## src/rtl/tgc_pkg.sv

```systemverilog
package tgc_pkg;
    // Fixed depth of the data pipeline and of the sideband delay line
    localparam int unsigned TGC_PIPE_DEPTH = 3;

    // Index width for a selector over n items, at least one bit
    function automatic int unsigned sel_width(input int unsigned n);
        return (n > 1) ? $clog2(n) : 1;
    endfunction
endpackage

```

## src/rtl/tgc_gain_regs.sv

```systemverilog
module tgc_gain_regs #(
    parameter int unsigned NUM_CH   = 3,
    parameter int unsigned GAIN_W   = 10,
    parameter int unsigned GAIN_LIM = 307,
    parameter int unsigned CH_W     = 2
) (
    input  logic                           clk,
    input  logic                           rst_n,
    input  logic                           wr_en,
    input  logic [CH_W-1:0]                wr_ch,
    input  logic [GAIN_W-1:0]              wr_gain,
    output logic [NUM_CH-1:0][GAIN_W-1:0]  gain_q
);
    localparam logic signed [GAIN_W-1:0] LIM_P = GAIN_W'(GAIN_LIM);
    localparam logic signed [GAIN_W-1:0] LIM_N = -LIM_P;

    logic signed [GAIN_W-1:0] wr_sat;

    // Clamp the incoming code once, at write time
    always_comb begin
        if ($signed(wr_gain) > LIM_P) begin
            wr_sat = LIM_P;
        end else if ($signed(wr_gain) < LIM_N) begin
            wr_sat = LIM_N;
        end else begin
            wr_sat = $signed(wr_gain);
        end
    end

    always_ff @(posedge clk or negedge rst_n) begin
        if (!rst_n) begin
            gain_q <= '0;
        end else if (wr_en) begin
            for (int i = 0; i < int'(NUM_CH); i++) begin
                if (wr_ch == CH_W'(i)) begin
                    gain_q[i] <= wr_sat;
                end
            end
        end
    end
endmodule

```

## src/rtl/tgc_sb_delay.sv

```systemverilog
module tgc_sb_delay #(
    parameter int unsigned W     = 3,
    parameter int unsigned DEPTH = 3
) (
    input  logic                     clk,
    input  logic                     rst_n,
    input  logic [W-1:0]             d,
    output logic [DEPTH-1:0][W-1:0]  taps
);
    always_ff @(posedge clk or negedge rst_n) begin
        if (!rst_n) begin
            taps <= '0;
        end else begin
            taps[0] <= d;
            for (int i = 1; i < int'(DEPTH); i++) begin
                taps[i] <= taps[i-1];
            end
        end
    end
endmodule

```

## src/rtl/tgc_lane.sv

```systemverilog
module tgc_lane #(
    parameter int unsigned DATA_W = 10,
    parameter int unsigned GAIN_W = 10,
    parameter int unsigned FRAC_W = 11
) (
    input  logic               clk,
    input  logic               rst_n,
    input  logic               take_s0,   // sample presented this clock
    input  logic               live_s1,   // stage-1 holds a valid sample
    input  logic               live_s2,   // stage-2 holds a valid sample
    input  logic [DATA_W-1:0]  x,
    input  logic [GAIN_W-1:0]  gain,
    output logic [DATA_W-1:0]  y
);
    localparam int unsigned FAC_W  = FRAC_W + 1;
    localparam int unsigned PROD_W = DATA_W + FAC_W;
    localparam int unsigned SUM_W  = PROD_W + 1;
    localparam int unsigned Q_W    = SUM_W - FRAC_W;
    localparam logic [FAC_W-1:0] UNITY = {1'b1, {FRAC_W{1'b0}}};
    localparam logic [SUM_W-1:0] HALF  = SUM_W'(1) << (FRAC_W - 1);
    localparam logic [Q_W-1:0]   TOP   = Q_W'((1 << DATA_W) - 1);

    logic [FAC_W-1:0]  fac_c;
    logic [DATA_W-1:0] x_s1;
    logic [FAC_W-1:0]  fac_s1;
    logic [PROD_W-1:0] prod_s2;
    logic [SUM_W-1:0]  sum_c;
    logic [Q_W-1:0]    q_c;

    // Unity plus sign-extended trim: always positive for legal codes
    assign fac_c = UNITY + {{(FAC_W-GAIN_W){gain[GAIN_W-1]}}, gain};

    // Stage 1: capture sample and the gain it will use
    always_ff @(posedge clk or negedge rst_n) begin
        if (!rst_n) begin
            x_s1   <= '0;
            fac_s1 <= UNITY;
        end else if (take_s0) begin
            x_s1   <= x;
            fac_s1 <= fac_c;
        end
    end

    // Stage 2: full product
    always_ff @(posedge clk or negedge rst_n) begin
        if (!rst_n) begin
            prod_s2 <= '0;
        end else if (live_s1) begin
            prod_s2 <= PROD_W'(x_s1) * PROD_W'(fac_s1);
        end
    end

    // Stage 3: round half-up, then saturate
    assign sum_c = {1'b0, prod_s2} + HALF;
    assign q_c   = Q_W'(sum_c >> FRAC_W);

    always_ff @(posedge clk or negedge rst_n) begin
        if (!rst_n) begin
            y <= '0;
        end else if (!live_s2) begin
            y <= '0;
        end else if (q_c > TOP) begin
            y <= '1;
        end else begin
            y <= q_c[DATA_W-1:0];
        end
    end
endmodule

```

## src/rtl/trim_gain_clip3.sv

```systemverilog
module trim_gain_clip3
    import tgc_pkg::*;
#(
    parameter int unsigned NUM_CH   = 3,
    parameter int unsigned DATA_W   = 10,
    parameter int unsigned GAIN_W   = 10,
    parameter int unsigned FRAC_W   = 11,
    parameter int unsigned GAIN_LIM = 307,
    parameter int unsigned SYNC_W   = 2,
    localparam int unsigned CH_W    = sel_width(NUM_CH)
) (
    input  logic                      clk,
    input  logic                      rst_n,
    input  logic                      in_valid,
    input  logic [SYNC_W-1:0]         in_sync,
    input  logic [NUM_CH*DATA_W-1:0]  in_data,
    input  logic                      wr_en,
    input  logic [CH_W-1:0]           wr_ch,
    input  logic [GAIN_W-1:0]         wr_gain,
    output logic                      out_valid,
    output logic [SYNC_W-1:0]         out_sync,
    output logic [NUM_CH*DATA_W-1:0]  out_data
);
    localparam int unsigned SB_W  = SYNC_W + 1;
    localparam int unsigned DEPTH = TGC_PIPE_DEPTH;

    logic [NUM_CH-1:0][GAIN_W-1:0] gain_q;
    logic [DEPTH-1:0][SB_W-1:0]    sb_taps;

    tgc_gain_regs #(
        .NUM_CH   (NUM_CH),
        .GAIN_W   (GAIN_W),
        .GAIN_LIM (GAIN_LIM),
        .CH_W     (CH_W)
    ) u_regs (
        .clk     (clk),
        .rst_n   (rst_n),
        .wr_en   (wr_en),
        .wr_ch   (wr_ch),
        .wr_gain (wr_gain),
        .gain_q  (gain_q)
    );

    tgc_sb_delay #(
        .W     (SB_W),
        .DEPTH (DEPTH)
    ) u_sb (
        .clk   (clk),
        .rst_n (rst_n),
        .d     ({in_sync, in_valid}),
        .taps  (sb_taps)
    );

    for (genvar c = 0; c < int'(NUM_CH); c++) begin : g_lane
        tgc_lane #(
            .DATA_W (DATA_W),
            .GAIN_W (GAIN_W),
            .FRAC_W (FRAC_W)
        ) u_lane (
            .clk     (clk),
            .rst_n   (rst_n),
            .take_s0 (in_valid),
            .live_s1 (sb_taps[0][0]),
            .live_s2 (sb_taps[1][0]),
            .x       (in_data[c*DATA_W +: DATA_W]),
            .gain    (gain_q[c]),
            .y       (out_data[c*DATA_W +: DATA_W])
        );
    end

    assign out_valid = sb_taps[DEPTH-1][0];
    assign out_sync  = sb_taps[DEPTH-1][SB_W-1:1];
endmodule

```

## config.mk

```make
export PLATFORM = sky130hd
export DESIGN_NAME = trim_gain_clip3
export DESIGN_NICKNAME = d
export VERILOG_FILES = /design/src/rtl/tgc_pkg.sv /design/src/rtl/tgc_gain_regs.sv /design/src/rtl/tgc_sb_delay.sv /design/src/rtl/tgc_lane.sv /design/src/rtl/trim_gain_clip3.sv
export SDC_FILE = /design/constraint.sdc
export NUM_CORES = 1
export LEC_CHECK = 0
export CAP_MARGIN = 20
export CORE_MARGIN = 2
export CORE_UTILIZATION = 38
export CTS_CLUSTER_DIAMETER = 150
export DETAILED_ROUTE_END_ITERATION = 8
export PLACE_DENSITY = 0.58
export SYNTH_ARGS = -nofsm -noshare
export SYNTH_HDL_FRONTEND = slang
export SYNTH_SLANG_ARGS = --single-unit
```

## constraint.sdc

```tcl
create_clock -name clk -period 5.4 [get_ports clk]
set_input_delay 0.54 -clock clk [delete_from_list [all_inputs] [get_ports clk]]
set_output_delay 0.54 -clock clk [all_outputs]
set_load 0.03 [all_outputs]
```

==> flow_metrics.tcl, run 1 <==
set metrics [dict create \
    outcome "finished clean" \
    fin_crit_ns 5.20 \
    dieWidth_um 222 \
    setup_viol 0 \
    grt-ovfl-total 0 \
    rows 79 \
    yosys_warnings 0 \
    yosys.area.top_type "fa_1" \
    synth_ff_type "dfrtp_1" \
    dieArea_um2 49400 \
    critPathKind "flop to flop" \
    fillers 4508 \
    dp_hpwl_mm 32.9 \
    cts.reportedPaths.clkPinSlew_ns 0.08 \
    holdWs_ns 0.119 \
    drc 0 \
    synthesis.nets 2303 \
    holdBufCountCts 0 \
    dpl_cell_area_um2 19600 \
    yosysMostFrequentCell "inv_1" \
    clk_latency_ns 0.48 \
    relSlewSlack_pct 33.9 \
    grt.total_usage_pct 17.1 \
    tightest_slew_ns 0.992 \
    cap_violations 0 \
    port-buffer-count 80 \
    routed_wl_mm 40.9 \
    hold_viol 0 \
    cp-start-kind "flop" \
    final_util_pct 43.5 \
    num_antenna_cells 0 \
    nets 2359 \
    ios 81 \
    syn_to_final_growth_pct 12.4 \
    via_count 12956 \
    core_area_um2 46800 \
    min_path_type "primary input to async pin" \
    cts_sinks 168 \
    grt_pass1_vias 13119 \
    first_pass_iters 5 \
    synth_cells 1855 \
    routed_via_density 5.12 \
    period_share_pct 96.3 \
    start_util_pct 38.7 \
    slew_violations 0 \
    antenna_found_initial 2 \
    timing.fmax_mhz 192 \
    layout.area.seq_um2 4230 \
    yosysUniqueCellTypes 73 \
    synth-seq-cells 168 \
    synth.avg_cell_area_um2 9.75 \
    cts_max_path_buffers 2 \
    synth_top_area_share_pct 25.6 \
    grt_pass1_wl_mm 67.9 \
    synth-seq-area-share_pct 23.3 \
    multi_input_area_um2 12500 \
    async_reset_ff_share_pct 100 \
    crit_fanout 6 \
    die_y_um 222 \
    cts_buffers 17 \
    reg2reg_depth 15 \
    skew_ns 0.0119 \
    ant_nets 0 \
    drtIter0Drc 761 \
    synth.area.top_cells "fa_1 26%, dfrtp_1 23%, ha_1 12%, and2_1 6.1%, inv_1 5.6%" \
    required_ns 5.77 \
    netlist_area_um2 18100 \
    wire_per_inst_um 16.2 \
    clockRootBuffer "clkbuf_16" \
    place_congestion 0.864 \
    final_cell_area_um2 20300 \
    cts_max_level 4 \
    synth_edf_count 0 \
    cts_tree "built" \
    grt_max_degree 92 \
    arrival_ns 5.57 \
    cp-end-kind "flop" \
    synth_commonest_cells "268 x inv_1, 231 x fa_1, 229 x nand2_1" \
    drive_above_1_share_pct 10.9 \
]
[state kept, by name, summed over array words and instances, names as in the netlist]
| register | cells |
|---|---|
| g_lane.u_lane.prod_s2 | 36 |
| g_lane.u_lane.fac_s1 | 33 |
| g_lane.u_lane.x_s1 | 30 |
| g_lane.u_lane.y | 30 |
| u_regs.gain_q | 30 |
| u_sb.taps | 9 |
[timing repair]
action	CTS	global route
resized for setup	0	20
setup endpoints to repair	0	6
buffers inserted	0	3
[metal layers]
metal  wire (um)  global-route usage [%]  vias to the layer above
met5           0                       0                        -
met3        1380                    2.82                       30
li1            -                       -                     6111
met2       19300                    27.5                      217
met4         493                    3.88                        0
met1       19700                    24.2                     6598
[critical path, cell delays in order, from the launching register on]
cell,delay [ns]
dfrtp_1,0.48
and2_1,0.22
fa_1,0.53
inv_1,0.06
fa_1,0.53
inv_1,0.05
fa_1,0.49
fa_1,0.45
fa_1,0.47
ha_1,0.34
a21o_1,0.19
a31oi_2,0.27
o32ai_2,0.21
o211a_1,0.26
or3_1,0.31
a31o_2,0.24
[placed cells by master, fill, tap and decap left out, drive strengths merged, types with 10 or more instances in the layout]
cell type / synthesis / routed
dfrtp: 165 / 165
nand4: 13 / 13
o211ai: 10 / 10
ha: 169 / 169
inv: 268 / 277
nand3: 26 / 26
nor2: 39 / 39
a21o: 13 / 13
mux2: 73 / 73
and2: 185 / 185
clkdlybuf4s50: 0 / 78
a21oi: 47 / 47
a21boi: 33 / 33
xor2: 23 / 23
clkbuf: 88 / 19
fa: 231 / 231
buf: 6 / 52
xnor2: 23 / 23
and3: 18 / 18
nand2: 229 / 229
o21ai: 65 / 65
[path summary, 6_finish.rpt]
check	start	endpoint	slack, ns
min	rst_n	u_regs.gain_q[1]	0.12
max	g_lane[1].u_lane.fac_s1[5]	g_lane[1].u_lane.prod_s2[19]	0.20
min in group clk	u_sb.taps[2]	u_sb.taps[5]	0.35
max reg2reg	g_lane[1].u_lane.fac_s1[5]	g_lane[1].u_lane.prod_s2[19]	0.20
min reg2reg	u_sb.taps[2]	u_sb.taps[5]	0.35
max in group asynchronous	rst_n	g_lane[1].u_lane.y[5]	4.15
[final cells by class]
class	count	area share, %
Clock buffer	18	2.16
Clock inverter	14	0.849
Inverter	269	4.96
Multi-Input combinational cell	1324	61.6
Sequential cell	168	20.8
Tap cell	607	3.73
Timing Repair Buffer	131	5.92
[cells by family (layout without fill, tap and decap cells)]
group,after synthesis,after routing,synth area share (%)
AO/OA/AOI/OAI,246,247,9.28
AND/OR/NAND/NOR,552,552,15.4
adder cells (fa/ha/maj),400,400,37.2
multiplexers,79,79,4.88
flip-flops,168,168,23.3
XOR/XNOR,46,46,2.23
buffers and inverters,364,432,7.69
[metrics by stage]
step / TNS (ns) / std cells / setup slack, ns
floorplan: 0 / 1855 / 0.235
global placement: 0 / 2494 / 0.202
detailed placement: 0 / 2494 / 0.0565
CTS: 0 / 2526 / 0.0744
global route: -0.00924 / 2531 / -0.00924
finish: 0 / 2531 / 0.198
Power of run 1 is left out: the tool's default activity adds up to more than one toggle a clock period on the data nets, which glitch-free logic cannot reach.
==> run 2, diff against run 1 <==
CORE_UTILIZATION = 35   (was 38)
PLACE_DENSITY = 0.51   (was 0.58)
==> run 2 against run 1 <==
Net effect:
- worst setup slack better by 0.011 ns
- critical path depth decreased by 1
- non-clock buffer count rose by 4
- wire length is 3.3% higher
- clock-buffer cell count up 1
- highest routed layer unchanged
- largest cell class unchanged
- core utilization decreased by 3.7 points
- sequential cell count did not move
- worst hold slack got worse by 0.020 ns
==> flow_metrics.tcl, run 2 (synthesis gave the netlist of run 1 again) <==
set metrics [dict create \
    outcome "finished clean" \
    cts_max_path_buffers 2 \
    dieWidth_um 231 \
    num_antenna_cells 0 \
    cts_tree "built" \
    die_y_um 231 \
    start_util_pct 35.3 \
    routed_wl_mm 42.3 \
    place_congestion 0.855 \
    relSlewSlack_pct 27.4 \
    layout_common_cells "268 x inv_1, 231 x fa_1, 228 x nand2_1, 177 x and2_1, 169 x ha_1" \
    stdcell_count 2607 \
    multi_input_area_um2 12500 \
    setup_slack_ns 0.209 \
    grt-ovfl-total 0 \
    largest_reg_flops 36 \
    grt_pass1_wl_mm 70.9 \
    arrival_ns 5.56 \
    critPathKind "flop to flop" \
    holdBufCountCts 0 \
    hold_viol 0 \
    timing.fmax_mhz 193 \
    final.setup.tns_ns 0 \
    port-buffer-count 80 \
    cp-end-kind "flop" \
    fillers 5148 \
    required_ns 5.77 \
    period_share_pct 96.1 \
    rows 83 \
    fin_crit_ns 5.19 \
    min_path_type "primary input to async pin" \
    cts_sinks 168 \
    cts.reportedPaths.clkPinSlew_ns 0.08 \
    cp-start-kind "flop" \
    grt_pass1_vias 13386 \
    clockRootBuffer "clkbuf_16" \
    core_area_um2 51200 \
    post-place-ws_ns 0.0775 \
    via_count 12757 \
    cap_violations 0 \
    dp_hpwl_mm 34.1 \
    cts_max_level 4 \
    slew_violations 0 \
    drc 0 \
    crit_fanout 11 \
    regMostFlops "g_lane.u_lane.prod_s2" \
    first_pass_iters 5 \
    drtIter0Drc 610 \
    clk_latency_ns 0.48 \
    grt.total_usage_pct 16.9 \
    placed_cells 2571 \
    mostFrequentLayoutCell "inv_1" \
    largest_registers "g_lane.u_lane.prod_s2 (36), g_lane.u_lane.fac_s1 (33)" \
    cts_buffers 17 \
    layout.area.seq_um2 4220 \
    ios 81 \
    rsz0062_at_grt "no" \
    antenna_found_initial 0 \
    ant_nets 0 \
    drive_above_1_share_pct 10.7 \
    setup_viol 0 \
    wire_per_inst_um 16.2 \
    syn_to_final_growth_pct 12.7 \
    skew_ns 0.0141 \
    nets 2362 \
    grt_max_degree 76 \
    routed_via_density 4.89 \
    dieArea_um2 53500 \
    tightest_slew_ns 1.08 \
]
run 2: cell count changes in the layout (fill, tap and decap cells not counted), sizes merged:
cell / change
inv: -1
clkinvlp: +1
clkbuf: +1
bufinv: -1
buf: +4
o32ai: -1
run 2: what timing repair did:
action,CTS,global route
setup buffers,0,4
resized for setup,0,16
endpoints found under the setup margin,0,8
run 2: critical path, cell delays in order, from the launching register on:
cell and delay (ns):
dfrtp_1 0.50, and2_1 0.24, fa_1 0.50, fa_1 0.53, fa_1 0.53, fa_1 0.54, inv_1 0.05, fa_1 0.53
inv_1 0.04, ha_1 0.37, and2_0 0.19, o2111ai_1 0.16, a2111o_1 0.47, a21o_1 0.19, a31o_2 0.23
run 2: final cells by class:
type / instances / share of cell area (%)
Clock inverter: 13 / 0.638
Inverter: 269 / 4.95
Timing Repair Buffer: 135 / 5.96
Tap cell: 680 / 4.17
Clock buffer: 19 / 2.22
Sequential cell: 168 / 20.7
Multi-Input combinational cell: 1323 / 61.4
run 2: per-layer routing:
layer  routed length [um]  GRT usage (%)  share of wire (%)
met5                    0              0                  0
met4                  599           4.33                1.4
met3                 1260           3.09                3.0
met2                19900           26.8                 47
met1                20500           23.6                 49
run 2: final timing paths:
check,start,end,slack [ns],cells past startpoint
setup / recovery,g_lane[0].u_lane.fac_s1[2],g_lane[0].u_lane.prod_s2[20],0.21,14
hold / removal,rst_n,u_regs.gain_q[27],0.1,1
setup reg to reg,g_lane[0].u_lane.fac_s1[2],g_lane[0].u_lane.prod_s2[20],0.21,14
hold reg to reg,u_sb.taps[4],u_sb.taps[7],0.35,0
max in group asynchronous,rst_n,g_lane[1].u_lane.fac_s1[2],4.12,2
min in group clk,u_sb.taps[4],u_sb.taps[7],0.35,0
run 2: through the flow:
step	cell area, um2	hold slack [ns]	utilization, %
3_5_place_dp	19700	0.338	38.6
6_report	20400	0.0984	39.8
5_1_grt	20400	0.129	39.8
4_1_cts	20300	0.101	39.7
2_1_floorplan	18100	0.244	-
3_3_place_gp	19700	0.333	38.6
Power of run 2 is left out for the same reason.
==> run 3, diff against run 2 <==
CTS_CLUSTER_SIZE = 16   (was not set)
==> results of run 3 <==
Final layout, timing and power as in run 2 (identical DEF).
Power of run 3 is left out for the same reason.
